$ cat config.mk
export PLATFORM = sky130hd
export DESIGN_NAME = cw_datapath
export DESIGN_NICKNAME = d
export VERILOG_FILES = /design/src/rtl/cwdp_pkg.sv /design/src/rtl/cw_decoder.sv /design/src/rtl/cw_regfile.sv /design/src/rtl/cw_funcunit.sv /design/src/rtl/cw_path.sv /design/src/rtl/cw_datapath.sv
export SDC_FILE = /design/constraint.sdc
export NUM_CORES = 1
export LEC_CHECK = 0
export CAP_MARGIN = 10
export CORE_MARGIN = 2
export CORE_UTILIZATION = 45
export DETAILED_ROUTE_END_ITERATION = 8
export HOLD_SLACK_MARGIN = 0.15
export PLACE_DENSITY = 0.66
export SLEW_MARGIN = 25
export SYNTH_ARGS = -nofsm -noshare
export SYNTH_HDL_FRONTEND = slang
export SYNTH_SLANG_ARGS = --single-unit
$ cat constraint.sdc
create_clock -name clk -period 10.89 [get_ports clk]
set_input_delay 1.6335 -clock clk [delete_from_list [all_inputs] [get_ports clk]]
set_output_delay 1.6335 -clock clk [all_outputs]
set_load 0.03 [all_outputs]
$ cat src/rtl/cwdp_pkg.sv
package cwdp_pkg;

  localparam int CW_W     = 16;
  localparam int SEL_W    = 3;
  localparam int FN_W     = 4;
  localparam int NUM_REGS = 1 << SEL_W;

  // field positions within the control word
  localparam int DST_LSB  = 13;
  localparam int ASEL_LSB = 10;
  localparam int BSEL_LSB = 7;
  localparam int KSRC_BIT = 6;
  localparam int FN_LSB   = 2;
  localparam int WSRC_BIT = 1;
  localparam int WEN_BIT  = 0;

  typedef enum logic [FN_W-1:0] {
    FN_PASSA  = 4'b0000,
    FN_INC    = 4'b0001,
    FN_ADD    = 4'b0010,
    FN_ADDC   = 4'b0011,
    FN_ADDNB  = 4'b0100,
    FN_SUB    = 4'b0101,
    FN_DEC    = 4'b0110,
    FN_PASSA2 = 4'b0111,
    FN_AND    = 4'b1000,
    FN_OR     = 4'b1001,
    FN_XOR    = 4'b1010,
    FN_NOTA   = 4'b1011,
    FN_PASSB  = 4'b1100,
    FN_SHR    = 4'b1101,
    FN_SHL    = 4'b1110,
    FN_PASSB2 = 4'b1111
  } fnCode_e;

  typedef struct packed {
    logic [SEL_W-1:0] dstSel;
    logic [SEL_W-1:0] aSel;
    logic [SEL_W-1:0] bSel;
    logic             constOnB;
    fnCode_e          fnSel;
    logic             takeDataIn;
    logic             wrEn;
  } ctrlStrobes_t;

endpackage

$ cat src/rtl/cw_decoder.sv
module cw_decoder
  import cwdp_pkg::*;
(
  input  logic [CW_W-1:0] ctrlWord,
  output ctrlStrobes_t    strobes
);

  always_comb begin
    strobes.dstSel     = ctrlWord[DST_LSB  +: SEL_W];
    strobes.aSel       = ctrlWord[ASEL_LSB +: SEL_W];
    strobes.bSel       = ctrlWord[BSEL_LSB +: SEL_W];
    strobes.constOnB   = ctrlWord[KSRC_BIT];
    strobes.fnSel      = fnCode_e'(ctrlWord[FN_LSB +: FN_W]);
    strobes.takeDataIn = ctrlWord[WSRC_BIT];
    strobes.wrEn       = ctrlWord[WEN_BIT];
  end

endmodule

$ cat src/rtl/cw_regfile.sv
module cw_regfile
  import cwdp_pkg::*;
#(
  parameter int DATA_W = 8
) (
  input  logic              clk,
  input  logic              rst,
  input  logic [SEL_W-1:0]  rdAddrA,
  input  logic [SEL_W-1:0]  rdAddrB,
  input  logic [SEL_W-1:0]  wrAddr,
  input  logic              wrEn,
  input  logic [DATA_W-1:0] wrData,
  output logic [DATA_W-1:0] rdDataA,
  output logic [DATA_W-1:0] rdDataB
);

  logic [NUM_REGS-1:0][DATA_W-1:0] regs;

  // one load-enabled register per slot
  for (genvar i = 0; i < NUM_REGS; i++) begin : g_slot
    always_ff @(posedge clk) begin
      if (rst) begin
        regs[i] <= '0;
      end else if (wrEn && (wrAddr == SEL_W'(i))) begin
        regs[i] <= wrData;
      end
    end
  end

  // combinational reads see the stored value, never the incoming write
  assign rdDataA = regs[rdAddrA];
  assign rdDataB = regs[rdAddrB];


  write_lands_chk: assert property (@(posedge clk) disable iff (rst)
    wrEn |=> (regs[$past(wrAddr)] == $past(wrData)));


  no_write_hold_chk: assert property (@(posedge clk) disable iff (rst)
    !wrEn |=> $stable(regs));


  reset_clear_chk: assert property (@(posedge clk)
    rst |=> (regs == '0));

endmodule

$ cat src/rtl/cw_funcunit.sv
module cw_funcunit
  import cwdp_pkg::*;
#(
  parameter int DATA_W = 8
) (
  input  fnCode_e           fnSel,
  input  logic [DATA_W-1:0] opA,
  input  logic [DATA_W-1:0] opB,
  output logic [DATA_W-1:0] result,
  output logic              flagV,
  output logic              flagC,
  output logic              flagN,
  output logic              flagZ
);

  localparam int MSB = DATA_W - 1;

  logic [DATA_W-1:0] yOperand;
  logic              carryIn;
  logic [DATA_W:0]   sumExt;
  logic [DATA_W-1:0] logicRes;
  logic [DATA_W-1:0] shiftRes;
  logic              isArith;
  logic              isShiftGrp;

  assign isArith    = ~fnSel[3];
  assign isShiftGrp = fnSel[3] & fnSel[2];
  assign carryIn    = fnSel[0];

  // adder B-side selection
  always_comb begin
    unique case (fnSel[2:1])
      2'b00:   yOperand = '0;
      2'b01:   yOperand = opB;
      2'b10:   yOperand = ~opB;
      default: yOperand = '1;
    endcase
  end

  assign sumExt = {1'b0, opA} + {1'b0, yOperand} + {{DATA_W{1'b0}}, carryIn};

  // bitwise logic slice
  for (genvar i = 0; i < DATA_W; i++) begin : g_logicBit
    always_comb begin
      unique case (fnSel[1:0])
        2'b00:   logicRes[i] = opA[i] & opB[i];
        2'b01:   logicRes[i] = opA[i] | opB[i];
        2'b10:   logicRes[i] = opA[i] ^ opB[i];
        default: logicRes[i] = ~opA[i];
      endcase
    end
  end

  // single-position shifter on the B operand
  always_comb begin
    unique case (fnSel[1:0])
      2'b01:   shiftRes = {1'b0, opB[MSB:1]};
      2'b10:   shiftRes = {opB[MSB-1:0], 1'b0};
      default: shiftRes = opB;
    endcase
  end

  always_comb begin
    if (isArith)         result = sumExt[DATA_W-1:0];
    else if (isShiftGrp) result = shiftRes;
    else                 result = logicRes;
  end

  assign flagC = isArith & sumExt[DATA_W];
  assign flagV = isArith & (opA[MSB] == yOperand[MSB]) & (result[MSB] != opA[MSB]);
  assign flagN = result[MSB];
  assign flagZ = (result == '0);

endmodule

$ cat src/rtl/cw_path.sv
module cw_path
  import cwdp_pkg::*;
#(
  parameter int DATA_W = 8
) (
  input  logic              clk,
  input  logic              rst,
  input  ctrlStrobes_t      strobes,
  input  logic [DATA_W-1:0] constIn,
  input  logic [DATA_W-1:0] dataIn,
  output logic [DATA_W-1:0] busA,
  output logic [DATA_W-1:0] busB,
  output logic              flagV,
  output logic              flagC,
  output logic              flagN,
  output logic              flagZ
);

  localparam int MSB = DATA_W - 1;

  logic [DATA_W-1:0] regA;
  logic [DATA_W-1:0] regB;
  logic [DATA_W-1:0] fuOut;
  logic [DATA_W-1:0] busD;

  cw_regfile #(.DATA_W(DATA_W)) u_regs (
    .clk     (clk),
    .rst     (rst),
    .rdAddrA (strobes.aSel),
    .rdAddrB (strobes.bSel),
    .wrAddr  (strobes.dstSel),
    .wrEn    (strobes.wrEn),
    .wrData  (busD),
    .rdDataA (regA),
    .rdDataB (regB)
  );

  assign busA = regA;
  assign busB = strobes.constOnB ? constIn : regB;

  cw_funcunit #(.DATA_W(DATA_W)) u_fu (
    .fnSel  (strobes.fnSel),
    .opA    (busA),
    .opB    (busB),
    .result (fuOut),
    .flagV  (flagV),
    .flagC  (flagC),
    .flagN  (flagN),
    .flagZ  (flagZ)
  );

  assign busD = strobes.takeDataIn ? dataIn : fuOut;


  add_result_chk: assert property (@(posedge clk) disable iff (rst)
    (strobes.fnSel == FN_ADD) |-> (fuOut == DATA_W'(busA + busB)));


  shr_fill_chk: assert property (@(posedge clk) disable iff (rst)
    (strobes.fnSel == FN_SHR) |-> (fuOut[MSB] == 1'b0));


  zero_not_neg_chk: assert property (@(posedge clk) disable iff (rst)
    flagZ |-> !flagN);

endmodule

$ cat src/rtl/cw_datapath.sv
module cw_datapath
  import cwdp_pkg::*;
#(
  parameter int DATA_W = 8
) (
  input  logic              clk,
  input  logic              rst,
  input  logic [CW_W-1:0]   ctrlWord,
  input  logic [DATA_W-1:0] constIn,
  input  logic [DATA_W-1:0] dataIn,
  output logic [DATA_W-1:0] addrOut,
  output logic [DATA_W-1:0] dataOut,
  output logic              flagV,
  output logic              flagC,
  output logic              flagN,
  output logic              flagZ
);

  ctrlStrobes_t strobes;

  cw_decoder u_dec (
    .ctrlWord (ctrlWord),
    .strobes  (strobes)
  );

  cw_path #(.DATA_W(DATA_W)) u_path (
    .clk     (clk),
    .rst     (rst),
    .strobes (strobes),
    .constIn (constIn),
    .dataIn  (dataIn),
    .busA    (addrOut),
    .busB    (dataOut),
    .flagV   (flagV),
    .flagC   (flagC),
    .flagN   (flagN),
    .flagZ   (flagZ)
  );

endmodule

-- Word level (Yosys, flattened, before mapping)
Index checks and enable logic that the tools add are counted.
- input bits: 34
- register bits after elaboration: 64
- output and inout port bits: 20
- word-level logic and storage cells: 93
- $add $sub $neg: 2
- bitwise gates (word level): 38
- reduce and logical (&&, ||, !) cells: 12
- order comparisons: 2
- eq/ne operators: 13
- mux-type cells: 18
- operator list (kind ; number):
    $bmux W8 S3 ; 2
    $mux W8 ; 6
    $pmux W1 S3 ; 8
    $pmux W8 S3 ; 1
    $pmux W8 S2 ; 1
    $and A1 B1 Y1 ; 12
    $eq A3 B3 Y1 const B ; 4
    $add A8 B8 Y9 ; 1
    $add A9 B1 Y9 ; 1
    $not A1 Y1 ; 9
    $logic_and A1 B1 Y1 ; 8
    $logic_not A8 Y1 ; 1
    $lt A3 B4 Y1 const B ; 2
    $not A8 Y8 ; 1
    $or A1 B1 Y1 ; 8
    $xor A1 B1 Y1 ; 8
    $eq A3 B2 Y1 const B ; 2
    $eq A2 B1 Y1 const B ; 2
    $eq A2 B2 Y1 const B ; 2
    $logic_not A2 Y1 ; 2
    $eq A3 B1 Y1 const B ; 1
    $logic_not A3 Y1 ; 1
    $eq A1 B1 Y1 ; 1
    $ne A1 B1 Y1 ; 1

-- Longest topological paths before layout
- depth in word-level cells: 10
- gate-level depth with buffers: 17
- mapped depth without buffers: 15

-- By module
Synthesis repeated with hierarchy kept, for this count alone.
- cell total of the unflattened synthesis: 543
- area total of the unflattened synthesis: 5113.7 um2
- modules (own cells, without submodules) (module ; seq. area each (um2) ; instances ; cells an instance ; area an instance (um2)):
    cw_regfile ; 1281.2 ; 1 ; 330 ; 3442.1
    cw_funcunit ; 0.0 ; 1 ; 179 ; 1288.7
    cw_path ; 0.0 ; 1 ; 18 ; 262.8
    cw_decoder ; 0.0 ; 1 ; 16 ; 120.1

-- Worst setup path before layout
Ideal clock, no wire load.
- path type: input to output
- start point: input ctrlWord[9]
- end point: output flagZ
- slack: 3.577 ns
- data arrival time: 5.679 ns
- data required time: 9.257 ns
- stages: 17
- path buffers: 2
- path through: buf_6 -> buf_4 -> mux4_2 -> mux2i_1 -> nor2_1 -> a21oi_1 -> inv_1 -> mux2_2 -> fa_1 -> fa_1 -> a211oi_1 -> o21ai_0 -> a21oi_1 -> mux2i_1 -> nand2_1 -> nand4bb_1 -> nor4_2
- word-level cells in the longest chain between the ends: 9
- RTL lines (item ; RTL line ; text):
    start, declared ; cw_datapath.sv:8 ; input logic [CW_W-1:0] ctrlWord,
    $bmux W8 S3 (*) ; cw_regfile.sv:32 ; assign rdDataB = regs[rdAddrB];
    $mux W8 (implied by the code) (*) ; cw_regfile.sv:32 ;
    $mux W8 (*) ; cw_path.sv:39 ; assign busB = strobes.constOnB ? constIn : regB;
    named net dataOut[0] ; cw_datapath.sv:12 ; output logic [DATA_W-1:0] dataOut,
    $not A8 Y8 ; cw_funcunit.sv:35 ; 2'b10: yOperand = ~opB;
    $pmux W8 S3 ; cw_funcunit.sv:32 ; unique case (fnSel[2:1])
    $add A8 B8 Y9 ; cw_funcunit.sv:40 ; assign sumExt = {1'b0, opA} + {1'b0, yOperand} + {{DATA_W{1'b0}}, carryIn};
    $add A9 B1 Y9 ; cw_funcunit.sv:40 ;
    $mux W8 (*) ; cw_funcunit.sv:64 ; if (isArith) result = sumExt[DATA_W-1:0];
    $logic_not A8 Y1 (*) ; cw_funcunit.sv:72 ; assign flagZ = (result == '0);
    end, declared ; cw_datapath.sv:16 ; output logic flagZ
The timed path passes the listed nets; every way through them passes the cells marked *. The select of a mux whose other input is x is not followed.

-- Worst setup path in the final report
- start point: input ctrlWord[7]
- end point: output flagZ
- word-level cells in the longest chain between the ends: 9
- RTL lines (item ; RTL line):
    $bmux W8 S3 (*) ; cw_regfile.sv:32
    $mux W8 (implied by the code) (*) ; cw_regfile.sv:32
    $mux W8 (*) ; cw_path.sv:39
    $not A8 Y8 ; cw_funcunit.sv:35
    $pmux W8 S3 ; cw_funcunit.sv:32
    $add A8 B8 Y9 ; cw_funcunit.sv:40
    $add A9 B1 Y9 ; cw_funcunit.sv:40
    $mux W8 (*) ; cw_funcunit.sv:64
    $logic_not A8 Y1 (*) ; cw_funcunit.sv:72
Every way passes the cells marked *; elsewhere a longest branch is shown, timed or not. The select of a mux whose other input is x is not followed.

==> metrics.txt <==
ant diodes=0; sequential share of the synthesized area=0.259; CP max stage delay=0.93 ns; drt via density=6.31; largest net degree at the start of global routing=81; Nets=627; core area=0.0108 mm2; Seq cells post-synth=64; top flop regs=u_path.u_regs.regs: 64 flops; number of enable flip-flop cells after synthesis=0; Slew headroom=0.418; final hold vios=0; vias in the first global route=4229; leakage=2.30 nW; post-synth cell types=67; top cells by area, synth=dfxtp_1, mux4_2, nand3b_1; Largest Register=u_path.u_regs.regs; DIE AREA=0.0119 mm2; share of cells above drive strength 1=0.123; critical path required time=9.26 ns; DRT iter0 DRCs=423; critical path type=input port to primary output; worst vdd ir=102 uV; Max Cap Viol=0; status=completed; main combinational cell family by area after synthesis=multiplexers; antenna violations before repair=0; Final setup viols=0; top cell type's share of synthesized area=0.259; drt first pass iters=5; Worst setup SP type=input port; Largest register FFs=64; first-pass GRT wire length=22500 um; FF+latch area=0.00128 mm2; Post-Syn Area per Cell=9.29 um2; Post-Layout Cell Count=709; CP Cell Sequence=clkdlybuf4s50_1 -> mux4_2 -> mux2i_1 -> nor2_1 -> a21oi_1 -> inv_1 -> mux2_2 -> fa_1 -> fa_1 -> a211oi_1 -> o21ai_0 -> a21oi_1 -> mux2i_1 -> nand2_1 -> nand4bb_1 -> nor4_2 -> clkdlybuf4s50_1; hold_buf cts=0; post-synthesis compound-gate area fraction=0.188; Synth Area in Adders=0.0763; Post-DRT Antenna Nets=0; crit path capture type=primary output; routed via count=4471; post-synthesis mux area share=0.221; clock sink count=64; Max Clock Skew=0.00760 ns; hold path startpoint=u_path.u_regs.regs[50]$_SDFFE_PP0P_; total CTS buffers=9; period utilization=0.792; area leader, netlist=dfxtp_1; Syn-to-layout area delta=15.8%; RD Place Congestion=0.913; pwr dens=107 mW/mm2; grt total ovfl=0; fill cell count=1016; Global Route Usage Sum=0.249; port bufs=53; min Tclk post-route=8.63 ns; area of the multi-input gates=0.00337 mm2; syn nets=596; # DRC=0; die height=109 um; synthesized cell area=0.00495 mm2; Wirelength per Cell=20.3 um; ys async rst share=0; Crit Path Max Fanout=11; clk slew on worst S/H paths=0.07 ns; placed insts=693; Final Max Slew Viols=0; unrepaired setup endpoints after global routing=false; H-tree levels=3; most instantiated cells after synthesis=dfxtp_1, o21ai_0, nand3b_1; Post-synth top flop=dfxtp_1; Hold Path Class=flop to flop; HPWL after DPL=10200 um; io pins=54; Rows=38; initial core utilization=0.459; clk root buf=clkbuf_8; Crit-path slowest cell=clkdlybuf4s50_1; fmax=116 MHz; count leader, synth=dfxtp_1; worst r2r src=u_path.u_regs.regs[48]$_SDFFE_PP0P_; Slew @ Worst Pin=0.873 ns; Worst-Skew Late Latency=0.34 ns; post-synthesis simple-gate area fraction=0.186; Final Routed Wirelength=14400 um; synthesized instance count=533; post_cts resized=0; post-CTS setup buffer count=0; synth warn=0; crit path DAT=6.99 ns; Die Wd=109 um; TritonCTS clock tree=built; Post-Synth XOR/XNOR Area=0.00884; setup TNS=0 ns; Longest Clk Path Bufs=2; Critical Path Source=ctrlWord[7]
[layer usage]
metal,wire length (um),track usage,up-vias
met5,0,0,-
met4,536,0.104,0
met3,1130,0.0508,37
met2,6710,0.400,208
met1,6000,0.326,2165
li1,-,-,2061
[critical path, delay by kind of cell]
family | cells | cell delay [ns]
and+or+nand+nor | 4 | 0.55
adders and majority gates | 2 | 0.84
buffers and inverters | 3 | 1.79
AOI/OAI and AO/OA | 4 | 0.87
muxes | 4 | 1.30
[cell families (layout without fill, tap and decap cells)]
| group | count (synthesis) | count (layout) |
|---|---|---|
| adders and majority gates | 29 | 29 |
| and+or+nand+nor | 160 | 160 |
| xor gates and xnor gates | 5 | 5 |
| DFF | 64 | 64 |
| buffers and inverters | 72 | 108 |
| AOI/OAI and AO/OA | 140 | 140 |
| muxes | 63 | 63 |
[power by group]
| part | internal [mW] | total [mW] | switching [mW] |
|---|---|---|---|
| clock network | 0.131 | 0.219 | 0.0888 |
| registers | 0.240 | 0.244 | 0.00434 |
| logic | 0.0627 | 0.150 | 0.0869 |
[worst paths after layout]
kind | endpoint | slack (ns) | cells past startpoint
max | flagZ | 2.26 | 17
min | u_path.u_regs.regs[50]$_SDFFE_PP0P_ | 0.49 | 2
max reg2reg | u_path.u_regs.regs[30]$_SDFFE_PP0P_ | 6.48 | 15
min reg2reg | u_path.u_regs.regs[50]$_SDFFE_PP0P_ | 0.49 | 2
[area by class of cell]
class                   count  area share
repair buffers             57      0.0969
well taps                 140      0.0306
flip-flops and latches     64       0.223
clock inverters             2     0.00611
clock buffers              14      0.0319
inverters                  35      0.0229
multi-input cells         397       0.588
[placed cells by master (no fill, tap or decap), drive strengths merged, types with 7 or more instances in the layout]
master	n
nor2	19
a21o	7
mux2	13
o31ai	9
clkdlybuf4s50	52
mux2i	18
nor2b	11
dfxtp	64
o21ai	59
a22oi	11
ha	27
nand3b	54
mux4	32
inv	33
a21oi	18
nand2	40
clkbuf	14
nand3	11
[through the flow]
stage                     hold slack [ns]  cell area, um2   util  setup slack (ns)  total power [mW]
after global routing                0.517            5730  0.531              1.90             0.639
after floorplan                     0.455            4950      -              3.58             0.348
after CTS                           0.489            5730  0.531              2.26             0.615
final                               0.491            5730  0.531              2.26             0.613
after global placement              0.473            5520  0.511              2.41             0.395
after detailed placement            0.475            5520  0.511              2.27             0.397
(Power assumes the default switching activity.)
